<file path="src/rtl/eyescan_pkg.sv">
`timescale 1ns/1ps
package eyescan_pkg;

   typedef enum logic [0:0] {
      SEQ_IDLE  = 1'b0,
      SEQ_SWEEP = 1'b1
   } seq_state_e;

   // Second feedback tap (1-based) of a maximal-length two-tap sequence
   function automatic int prbs_tap(input int order);
      case (order)
         7:       return 6;
         15:      return 14;
         23:      return 18;
         31:      return 28;
         default: return 0;
      endcase
   endfunction

endpackage

</file>
<file path="src/rtl/eyescan_prbs.sv">
`timescale 1ns/1ps
module eyescan_prbs #(
   parameter int ORDER = 23
) (
   input  logic clk,
   input  logic rst_n,
   input  logic load_i,
   input  logic adv_i,
   output logic bit_o
);
   import eyescan_pkg::*;

   localparam int TAP = prbs_tap(ORDER);

   if (TAP == 0) begin : g_bad_order
      $error("eyescan_prbs: unsupported ORDER %0d", ORDER);
   end

   logic [ORDER-1:0] state_q;
   logic             fb;

   assign fb    = state_q[ORDER-1] ^ state_q[TAP-1];
   assign bit_o = state_q[ORDER-1];

   always_ff @(posedge clk or negedge rst_n) begin
      if (!rst_n) begin
         state_q <= '1;
      end else if (load_i) begin
         state_q <= '1;
      end else if (adv_i) begin
         state_q <= {state_q[ORDER-2:0], fb};
      end
   end

   AST_SEED_FIRST_ONE: assert property (@(posedge clk) disable iff (!rst_n)
      load_i |=> bit_o);

endmodule

</file>
<file path="src/rtl/eyescan_seq.sv">
`timescale 1ns/1ps
module eyescan_seq #(
   parameter int STEPS         = 64,
   parameter int MAX_DWELL_LOG = 12,
   parameter int CODE_W        = $clog2(STEPS),
   parameter int DL_W          = $clog2(MAX_DWELL_LOG + 1)
) (
   input  logic              clk,
   input  logic              rst_n,
   input  logic              start_i,
   input  logic [DL_W-1:0]   dwell_log_i,
   output logic              busy_o,
   output logic              start_acc_o,
   output logic              last_o,
   output logic              final_o,
   output logic [CODE_W-1:0] code_o,
   output logic              done_o,
   output logic              valid_o
);
   import eyescan_pkg::*;

   localparam int DCNT_W = MAX_DWELL_LOG;
   localparam logic [CODE_W-1:0] LAST_CODE = CODE_W'(STEPS - 1);

   if (MAX_DWELL_LOG < 1) begin : g_bad_dwell
      $error("eyescan_seq: MAX_DWELL_LOG must be at least 1");
   end

   seq_state_e          st_q;
   logic [DCNT_W-1:0]   cnt_q;
   logic [DCNT_W-1:0]   mask_q;
   logic [DCNT_W-1:0]   mask_d;
   logic [DCNT_W:0]     span;
   logic [DL_W-1:0]     k_eff;
   logic [CODE_W-1:0]   code_q;
   logic                done_q;
   logic                valid_q;

   always_comb begin
      if (dwell_log_i > DL_W'(MAX_DWELL_LOG)) k_eff = DL_W'(MAX_DWELL_LOG);
      else                                    k_eff = dwell_log_i;
      span   = ({{DCNT_W{1'b0}}, 1'b1} << k_eff) - 1'b1;
      mask_d = span[DCNT_W-1:0];
   end

   assign busy_o      = (st_q == SEQ_SWEEP);
   assign start_acc_o = start_i && !busy_o;
   assign last_o      = busy_o && (cnt_q == mask_q);
   assign final_o     = last_o && (code_q == LAST_CODE);
   assign code_o      = code_q;
   assign done_o      = done_q;
   assign valid_o     = valid_q;

   always_ff @(posedge clk or negedge rst_n) begin
      if (!rst_n) begin
         st_q    <= SEQ_IDLE;
         cnt_q   <= '0;
         mask_q  <= '0;
         code_q  <= '0;
         done_q  <= 1'b0;
         valid_q <= 1'b0;
      end else begin
         valid_q <= last_o;
         if (start_acc_o) begin
            st_q   <= SEQ_SWEEP;
            cnt_q  <= '0;
            code_q <= '0;
            mask_q <= mask_d;
            done_q <= 1'b0;
         end else if (last_o) begin
            cnt_q <= '0;
            if (final_o) begin
               st_q   <= SEQ_IDLE;
               done_q <= 1'b1;
            end else begin
               code_q <= code_q + 1'b1;
            end
         end else if (busy_o) begin
            cnt_q <= cnt_q + 1'b1;
         end
      end
   end

   AST_CODE_HOLDS: assert property (@(posedge clk) disable iff (!rst_n)
      busy_o && !last_o |=> $stable(code_o));
   AST_CODE_STEPS: assert property (@(posedge clk) disable iff (!rst_n)
      last_o && !final_o |=> code_o == $past(code_o) + 1'b1);
   AST_FINAL_DONE: assert property (@(posedge clk) disable iff (!rst_n)
      final_o |=> done_o && !busy_o);
   AST_DONE_IDLE: assert property (@(posedge clk) disable iff (!rst_n)
      done_o |-> !busy_o);
   AST_START_IGNORED: assert property (@(posedge clk) disable iff (!rst_n)
      busy_o && start_i && !last_o |=> busy_o && $stable(code_o));
   AST_STEP_STROBE: assert property (@(posedge clk) disable iff (!rst_n)
      last_o |=> valid_o);
   AST_START_CODE0: assert property (@(posedge clk) disable iff (!rst_n)
      start_acc_o |=> busy_o && code_o == '0);

endmodule

</file>
<file path="src/rtl/eyescan_lane.sv">
`timescale 1ns/1ps
module eyescan_lane #(
   parameter int STEPS  = 64,
   parameter int CODE_W = $clog2(STEPS),
   parameter bit ODD    = 1'b0
) (
   input  logic              clk,
   input  logic              rst_n,
   input  logic              clear_i,
   input  logic              busy_i,
   input  logic              last_i,
   input  logic [CODE_W-1:0] code_i,
   input  logic              base_i,
   input  logic              alt_i,
   input  logic              rx_i,
   output logic              pass_o,
   output logic [STEPS-1:0]  map_o
);
   logic             exp_bit;
   logic             miss;
   logic             err_q;
   logic             pass_q;
   logic             step_ok;
   logic [STEPS-1:0] map_q;

   if (ODD) begin : g_odd
      assign exp_bit = base_i ^ alt_i;
   end else begin : g_even
      assign exp_bit = base_i;
   end

   assign miss    = busy_i && (rx_i != exp_bit);
   assign step_ok = !(err_q || miss);
   assign pass_o  = pass_q;
   assign map_o   = map_q;

   always_ff @(posedge clk or negedge rst_n) begin
      if (!rst_n) begin
         err_q  <= 1'b0;
         pass_q <= 1'b0;
         map_q  <= '0;
      end else if (clear_i) begin
         err_q  <= 1'b0;
         pass_q <= 1'b0;
         map_q  <= '0;
      end else if (last_i) begin
         err_q         <= 1'b0;
         pass_q        <= step_ok;
         map_q[code_i] <= step_ok;
      end else if (miss) begin
         err_q <= 1'b1;
      end
   end

   AST_MAP_CLEARED: assert property (@(posedge clk) disable iff (!rst_n)
      clear_i |=> map_o == '0);
   AST_MISS_FAILS: assert property (@(posedge clk) disable iff (!rst_n)
      last_i && (rx_i != exp_bit) |=> !pass_o);
   AST_MAP_RECORDS: assert property (@(posedge clk) disable iff (!rst_n)
      last_i |=> map_o[$past(code_i)] == pass_o);

endmodule

</file>
<file path="src/rtl/eyescan_bist.sv">
`timescale 1ns/1ps
module eyescan_bist #(
   parameter int LANES         = 16,
   parameter int STEPS         = 64,
   parameter int MAX_DWELL_LOG = 12,
   parameter int PRBS_ORDER    = 23,
   parameter bit HAS_SCRAMBLER = 1'b1,
   parameter int CODE_W        = $clog2(STEPS),
   parameter int LANE_W        = (LANES > 1) ? $clog2(LANES) : 1,
   parameter int DL_W          = $clog2(MAX_DWELL_LOG + 1)
) (
   input  logic              clk,
   input  logic              rst_n,
   input  logic              start_i,
   input  logic [DL_W-1:0]   dwell_log_i,
   input  logic              scramble_en_i,
   input  logic              alt_inv_i,
   input  logic              ref_bit_i,
   input  logic [LANES-1:0]  rx_lane_i,
   input  logic [LANE_W-1:0] rd_lane_i,
   output logic [CODE_W-1:0] sample_code_o,
   output logic              busy_o,
   output logic              done_o,
   output logic              step_valid_o,
   output logic [LANES-1:0]  step_pass_o,
   output logic [STEPS-1:0]  rd_map_o
);
   if (STEPS < 2 || (1 << CODE_W) < STEPS) begin : g_bad_steps
      $error("eyescan_bist: STEPS %0d does not fit CODE_W", STEPS);
   end
   if (LANES < 1) begin : g_bad_lanes
      $error("eyescan_bist: LANES must be positive");
   end

   logic              start_acc;
   logic              last_cyc;
   logic              final_cyc;
   logic              scr_q;
   logic              alt_q;
   logic              base_bit;
   logic [STEPS-1:0]  maps [LANES];

   eyescan_seq #(
      .STEPS         (STEPS),
      .MAX_DWELL_LOG (MAX_DWELL_LOG),
      .CODE_W        (CODE_W),
      .DL_W          (DL_W)
   ) u_seq (
      .clk         (clk),
      .rst_n       (rst_n),
      .start_i     (start_i),
      .dwell_log_i (dwell_log_i),
      .busy_o      (busy_o),
      .start_acc_o (start_acc),
      .last_o      (last_cyc),
      .final_o     (final_cyc),
      .code_o      (sample_code_o),
      .done_o      (done_o),
      .valid_o     (step_valid_o)
   );

   always_ff @(posedge clk or negedge rst_n) begin
      if (!rst_n) begin
         scr_q <= 1'b0;
         alt_q <= 1'b0;
      end else if (start_acc) begin
         scr_q <= scramble_en_i;
         alt_q <= alt_inv_i;
      end
   end

   if (HAS_SCRAMBLER) begin : g_scr
      logic prbs_bit;
      eyescan_prbs #(.ORDER(PRBS_ORDER)) u_prbs (
         .clk    (clk),
         .rst_n  (rst_n),
         .load_i (start_acc),
         .adv_i  (busy_o),
         .bit_o  (prbs_bit)
      );
      assign base_bit = scr_q ? (ref_bit_i ^ prbs_bit) : ref_bit_i;
   end else begin : g_plain
      assign base_bit = ref_bit_i;
   end

   for (genvar gi = 0; gi < LANES; gi++) begin : g_lane
      eyescan_lane #(
         .STEPS  (STEPS),
         .CODE_W (CODE_W),
         .ODD    ((gi % 2) == 1)
      ) u_lane (
         .clk     (clk),
         .rst_n   (rst_n),
         .clear_i (start_acc),
         .busy_i  (busy_o),
         .last_i  (last_cyc),
         .code_i  (sample_code_o),
         .base_i  (base_bit),
         .alt_i   (alt_q),
         .rx_i    (rx_lane_i[gi]),
         .pass_o  (step_pass_o[gi]),
         .map_o   (maps[gi])
      );
   end

   always_comb begin
      rd_map_o = '0;
      for (int i = 0; i < LANES; i++) begin
         if (rd_lane_i == LANE_W'(i)) rd_map_o = maps[i];
      end
   end

   AST_FINAL_ENDS: assert property (@(posedge clk) disable iff (!rst_n)
      final_cyc |=> !busy_o && step_valid_o);
   AST_IDLE_NO_STROBE: assert property (@(posedge clk) disable iff (!rst_n)
      !busy_o && !start_i |=> !busy_o && !step_valid_o);

endmodule

</file>
<file path="config.mk">
export PLATFORM = sky130hd
export DESIGN_NAME = eyescan_bist
export DESIGN_NICKNAME = d
export VERILOG_FILES = /design/src/rtl/eyescan_pkg.sv /design/src/rtl/eyescan_prbs.sv /design/src/rtl/eyescan_seq.sv /design/src/rtl/eyescan_lane.sv /design/src/rtl/eyescan_bist.sv
export SDC_FILE = /design/constraint.sdc
export NUM_CORES = 2
export LEC_CHECK = 0
export BUFFER_PORTS_ARGS = -buffer_cell sky130_fd_sc_hd__buf_4
export CORE_ASPECT_RATIO = 0.75
export CORE_UTILIZATION = 30
export DETAILED_ROUTE_END_ITERATION = 8
export HOLD_SLACK_MARGIN = 0.02
export SLEW_MARGIN = 20
export SYNTH_ARGS = -nofsm -noshare
export SYNTH_HDL_FRONTEND = slang
export SYNTH_HIERARCHICAL = 1
export SYNTH_SLANG_ARGS = --single-unit
export TNS_END_PERCENT = 5
</file>
<file path="constraint.sdc">
create_clock -name clk -period 5.1 [get_ports clk]
set_input_delay 0.255 -clock clk [delete_from_list [all_inputs] [get_ports clk]]
set_output_delay 0.255 -clock clk [all_outputs]
set_load 0.03 [all_outputs]
</file>
Word level (Yosys, flattened, before mapping)
Index checks and enable logic that the tools add are counted.

cells by class
  add/subtract/negate cells = 3
  magnitude comparators = 3
  equal/unequal tests = 34
  shift operators = 1
  multiplexer cells = 162
  bitwise gates (word level) = 3
  reductions and logical operators = 76

operators with widths
  cell                                                                number
  2-to-1 mux 64 bit                                                   48
  bitwise mux 64 bit                                                  16
  2-to-1 mux 1 bit                                                    88
  nonzero test 3 bit                                                  17
  2-to-1 mux 23 bit                                                   2
  2-to-1 mux 12 bit                                                   3
  == test 4 bit (second input constant)                               8
  logical AND 1 bit                                                   20
  2-to-1 mux 6 bit                                                    3
  logical NOT 1 bit                                                   17
  == test 4 x 3 -> 1 bit (second input constant)                      4
  logical OR 1 bit                                                    16
  != test 1 bit                                                       16
  adder 12 x 1 -> 12 bit (second input constant)                      1
  == test 12 bit                                                      1
  left shift 1 x 4 -> 12 bit (first input constant)                   1
  subtractor 12 x 1 -> 12 bit (second input constant)                 1
  == test 4 x 2 -> 1 bit (second input constant)                      2
  < comparator 6 x 7 -> 1 bit (second input constant)                 1
  adder 6 x 1 -> 6 bit (second input constant)                        1
  demux 1 bit (select 6 bit)                                          1
  == test 6 bit (second input constant)                               1
  greater-or-equal comparator 6 x 1 -> 1 bit (second input constant)  1
  nonzero test 2 bit                                                  3
  7 further kinds                                                     10

word-level totals
  flip-flop bits (word level) = 1,114
  input port bits = 30
  output and inout port bits = 89
  logic and storage cells = 339

Logic depth before layout (Yosys ltp)
  depth in word-level cells = 17
  depth in mapped cells = 10
  depth with buffers taken out = 7

Cells and area by module
The synthesis kept the hierarchy.

modules (own cells, without submodules)
  module                                times used  cells each  area an instance (um^2)  seq. area each (um^2)
  eyescan_lane (g_lane[11].u_lane ...)  8           315         3,304.4                  1,651.6
  eyescan_lane (g_lane[0].u_lane ...)   8           358         3,231.8                  1,651.6
  eyescan_bist                          1           1,673       12,142.9                 50.0
  eyescan_seq                           1           173         1,669.1                  825.8
  eyescan_prbs                          1           76          991.0                    604.3

Worst setup path before layout
Ideal clock, no wire load.

  path kind = register to register
  from = reg u_seq.st_q (netlist: u_seq/busy_o)
  to = reg g_lane[0].u_lane.map_q[58]
  setup time = 0.133 ns
  data arrival time = 3.781 ns
  required time = 4.967 ns
  setup slack = 1.186 ns
  stages on the path, launching flop included = 10
  path buffers = 4
  period minus slack after synthesis = 3.914 ns
  cells stage by stage = dfrtp_1 nand2b_1 clkbuf_1 inv_1 buf_1 clkbuf_2 clkbuf_1 nor2b_1 o21ai_0 o21ai_0

on the way
  elaborated cells on any way between the ends = 10
  those cells by class = 3 x mux; 7 x reduce/logical

RTL lines
  element                                                         line                text
  from (decl)                                                     eyescan_seq.sv:29   seq_state_e st_q;
  from (signal assigned)                                          eyescan_seq.sv:56   st_q <= SEQ_IDLE;
  from (signal assigned)                                          eyescan_seq.sv:65   st_q <= SEQ_SWEEP;
  from (signal assigned)                                          eyescan_seq.sv:73   st_q <= SEQ_IDLE;
  logical NOT 1 bit (*)                                           eyescan_seq.sv:47   assign start_acc_o = start_i && !busy_o;
  logical AND 1 bit (*)                                           eyescan_seq.sv:47
  named net start_acc                                             eyescan_bist.sv:35  logic start_acc;
  2-to-1 mux 64 bit / nonzero test 2 bit (equally long branches)  --
  to (signal, indexed assignment)                                 eyescan_lane.sv:49  map_q[code_i] <= step_ok;
  to (decl)                                                       eyescan_lane.sv:24  logic [STEPS-1:0] map_q;

Mark *: on every way through the listed nets, which the timed path passes. The rest lies on a longest branch. The select of a mux whose other input is x is not followed.
A chain may end at the register's enable or synchronous reset.

Worst setup path in the final report
  from = in rd_lane_i[1]
  to = out rd_map_o[45]

on the way
  longest elaborated chain between the ends = 17
  elaborated cells on any way between the ends = 32
  those cells by class = 15 x eq/ne; 16 x mux; 1 x reduce/logical

ends and longest elaborated chain
  element                           line                 text
  from (decl)                       eyescan_bist.sv:20   input logic [LANE_W-1:0] rd_lane_i,
  logical NOT 4 bit                 eyescan_bist.sv:109  if (rd_lane_i == LANE_W'(i)) rd_map_o = maps[i];
  2-to-1 mux 64 bit (15 in series)  eyescan_bist.sv:109
  2-to-1 mux 64 bit (*)             eyescan_bist.sv:109
  to (decl)                         eyescan_bist.sv:26   output logic [STEPS-1:0] rd_map_o

Every way passes the cells marked *; elsewhere a longest branch is shown, timed or not.

==> flow_metrics.py <==
metrics = {
    "pwr": {
        "p_leak_uw": 0.0334,
        "vdd.ir_drop.worst_mv": 0.312,
        "powerDensity_mw_per_mm2": 315,
    },
    "sta": {
        "fin_tns_setup_ps": 0,
        "fin_crit_sh_pct": 80.1,
        "max_clock_freq_mhz": 245,
        "min_period_ps": 4090,
        "setup_viol": 0,
        "skew_ps": 31.6,
        "final_max_slew_viol_count": 0,
        "grt_setup_unrepaired": "false",
        "slew_headroom_pct": 19.2,
        "finalHoldViolCount": 0,
        "worstMarginPinSlew_ps": 1210,
    },
    "clock_network": {
        "clk_path_buf_depth": 3,
        "cts-resized-gates": 0,
        "post_cts_buffers": 0,
        "cts.clk_slew.worst_paths_ps": 50,
        "clock_latency_ps": 820,
        "postCtsHoldBufs": 26,
        "cts-root-buf": "clkbuf_16",
        "htreeDepth": 4,
        "cts_tree": "yes",
        "cts_sinks": 1114,
        "numCtsBuffers": 132,
    },
    "critical_path": {
        "crit_arrival_ps": 3830,
        "r2r_end": "g_lane[1].u_lane/map_o[46]",
        "worstPathMaxFanout": 103,
        "r2r_slack_ps": 1020,
        "crit_path_start_kind": "primary input",
        "crit_required_ps": 4850,
        "rr_worst_depth": 7,
        "timing.rr.start": "u_seq/cnt_q[2]",
        "cp-end-kind": "output pin",
        "path_class": "primary input to output pin",
    },
    "floorplanning": {
        "dieArea_sq_mm": 0.226,
        "ioPinCount": 119,
        "core_area_sq_mm": 0.221,
        "initial_core_util_pct": 30.3,
        "fp.dieW_um": 548,
        "core.rowCount": 149,
        "die_h_um": 412,
    },
    "placement": {
        "gp_congestion": 1.04,
        "port_buffers": 118,
        "place_area_sq_mm": 0.0704,
        "dpl.hpwl_mm": 198,
    },
    "min_path": {
        "hold_path.class": "primary input to asynchronous set/reset pin",
    },
    "grt": {
        "groute.usage.overall_pct": 24.2,
        "grt_pass1_wl_mm": 403,
        "grt_antenna_before_repair": 8,
        "grt_max_degree": 168,
        "grt.overflow.total": 0,
        "grt_pass1_vias": 55321,
    },
    "synthesis": {
        "synth.top_cell.area_share_pct": 40.7,
        "synth-seq-cells": 1114,
        "synth_area_leaders": "dfrtp_1 41%, mux2i_1 10%, o21ai_0 8.3%",
        "syn_area_per_cell_sq_um": 9.18,
        "ys.flop_type": "dfrtp_1",
        "netlist.top_cell.by_area": "dfrtp_1",
        "yosysSeqAreaShare_pct": 41.6,
        "yosysWarnings": 6,
        "async_flop_share_pct": 100,
        "synth_edf_count": 0,
        "yosysUniqueCellTypes": 76,
        "syn_nets": 7339,
        "postSynthCellCount": 7306,
        "syn_area_sq_mm": 0.0671,
    },
    "run_status": {
        "status": "complete, no violations",
    },
    "final_layout": {
        "nets": 7124,
        "final_cell_mix": "1,095 x o21ai_0, 1,083 x dfrtp_1, 746 x nor2b_1, 717 x nand2_1, 703 x mux2i_1",
        "final_area_sq_mm": 0.0753,
        "final_common_cell": "o21ai_0",
        "drive_above_1_share_pct": 10.2,
        "area_delta_synth_final_pct": 12.2,
        "post-route-util_pct": 34.1,
    },
    "routing": {
        "drt-total-wl_mm": 282,
        "drcViolationCount": 0,
        "drt-initial-drc-count": 8503,
        "avgViaCountPerCell": 5.84,
        "num_vias": 59268,
        "drt-wirelength-per-cell_um": 27.8,
        "ant_nets": 0,
        "first_pass_iters": 6,
    },
    "job": {
        "maxCapViolations": 0,
    },
}
[sequential cells by signal, indices dropped and copies added, names as in the netlist]
signal / flops
alt_q: 1
g_lane.u_lane/err_q: 16
g_lane.u_lane/map_o: 1024
g_lane.u_lane/pass_o: 16
g_scr.u_prbs/state_q: 23
scr_q: 1
u_seq/busy_o: 1
u_seq/cnt_q: 12
u_seq/code_o: 6
u_seq/done_o: 1
u_seq/mask_q: 12
u_seq/valid_o: 1
[where the power goes]
part	internal, uW	leakage [uW]	total [uW]	switching [uW]
Combinational	1190	0.0165	3820	2630
Clock	5970	0.00226	10200	4220
Sequential	9280	0.0147	9750	464
[routing by layer]
| metal | wire, um | part of all wire (%) | vias to the layer above | GRT usage (%) |
|---|---|---|---|---|
| met5 | 57 | 0.020 | - | 0 |
| met3 | 33700 | 12 | 471 | 7.57 |
| met1 | 122000 | 43 | 29788 | 34.9 |
| met2 | 113000 | 40 | 3453 | 33.0 |
| met4 | 13000 | 4.6 | 10 | 10.1 |
| li1 | - | - | 25546 | - |
[final cells by class]
cell class	instances	area, sq um
diodes	5	12.5
clock buffers	189	3810
clock inverters	52	778
fillers	22458	146000
inverters	62	248
multi-input cells	5462	36000
flip-flops and latches	1114	27900
well taps	2944	3680
repair buffers	319	2820
[cells by family after synthesis]
family / share of synthesized area, %
and+or+nand+nor: 22.1
adders and majority gates: 0.0560
muxes: 11.1
buffers and inverters: 5.13
xor gates and xnor gates: 0.714
AOI/OAI and AO/OA: 19.3
DFF: 41.6
[critical path, cell delays in order]
cell and delay, ps:
buf_8 500, buf_4 680, mux2i_1 170, a221oi_1 880
a32oi_1 390, o21ai_1 390, buf_4 250
[stage by stage]
step                      cells  setup slack (ps)  hold WS [ps]  power [uW]
after detailed placement   9875              1220           314       13600
after global routing      10142               949           111       24500
after floorplan            7306              1190         -40.6       11900
after global placement     9875              1150           309       13500
after CTS                 10142              1190          63.3       23800
final                     10147              1010          59.2       23700
[how the worst max path moves through the flow]
stage	from	end	slack (ps)
after floorplan	u_seq/busy_o	g_lane[0].u_lane/map_o[58]	1190
after global placement	u_seq/cnt_q[2]	g_lane[15].u_lane/map_o[32]	1150
after detailed placement	u_seq/cnt_q[2]	g_lane[15].u_lane/map_o[32]	1220
after CTS	u_seq/cnt_q[2]	g_lane[7].u_lane/map_o[20]	1190
after global routing	u_seq/cnt_q[2]	g_lane[15].u_lane/map_o[38]	950
final	rd_lane_i[1]	rd_map_o[45]	1010
[cell usage after synthesis (63+ instances only)]
cell type / instances
nand2b_1: 421
clkbuf_1: 394
a22oi_1: 96
nor2_1: 213
nand2_1: 717
nor2b_1: 748
a221oi_1: 65
o31ai_1: 121
o21ai_1: 158
dfrtp_1: 1091
o221ai_1: 65
buf_2: 107
nor3b_1: 80
o21ai_0: 1111
a2bb2oi_1: 63
a21oi_1: 70
mux2i_1: 703
Power figures use the tool's default switching activity.
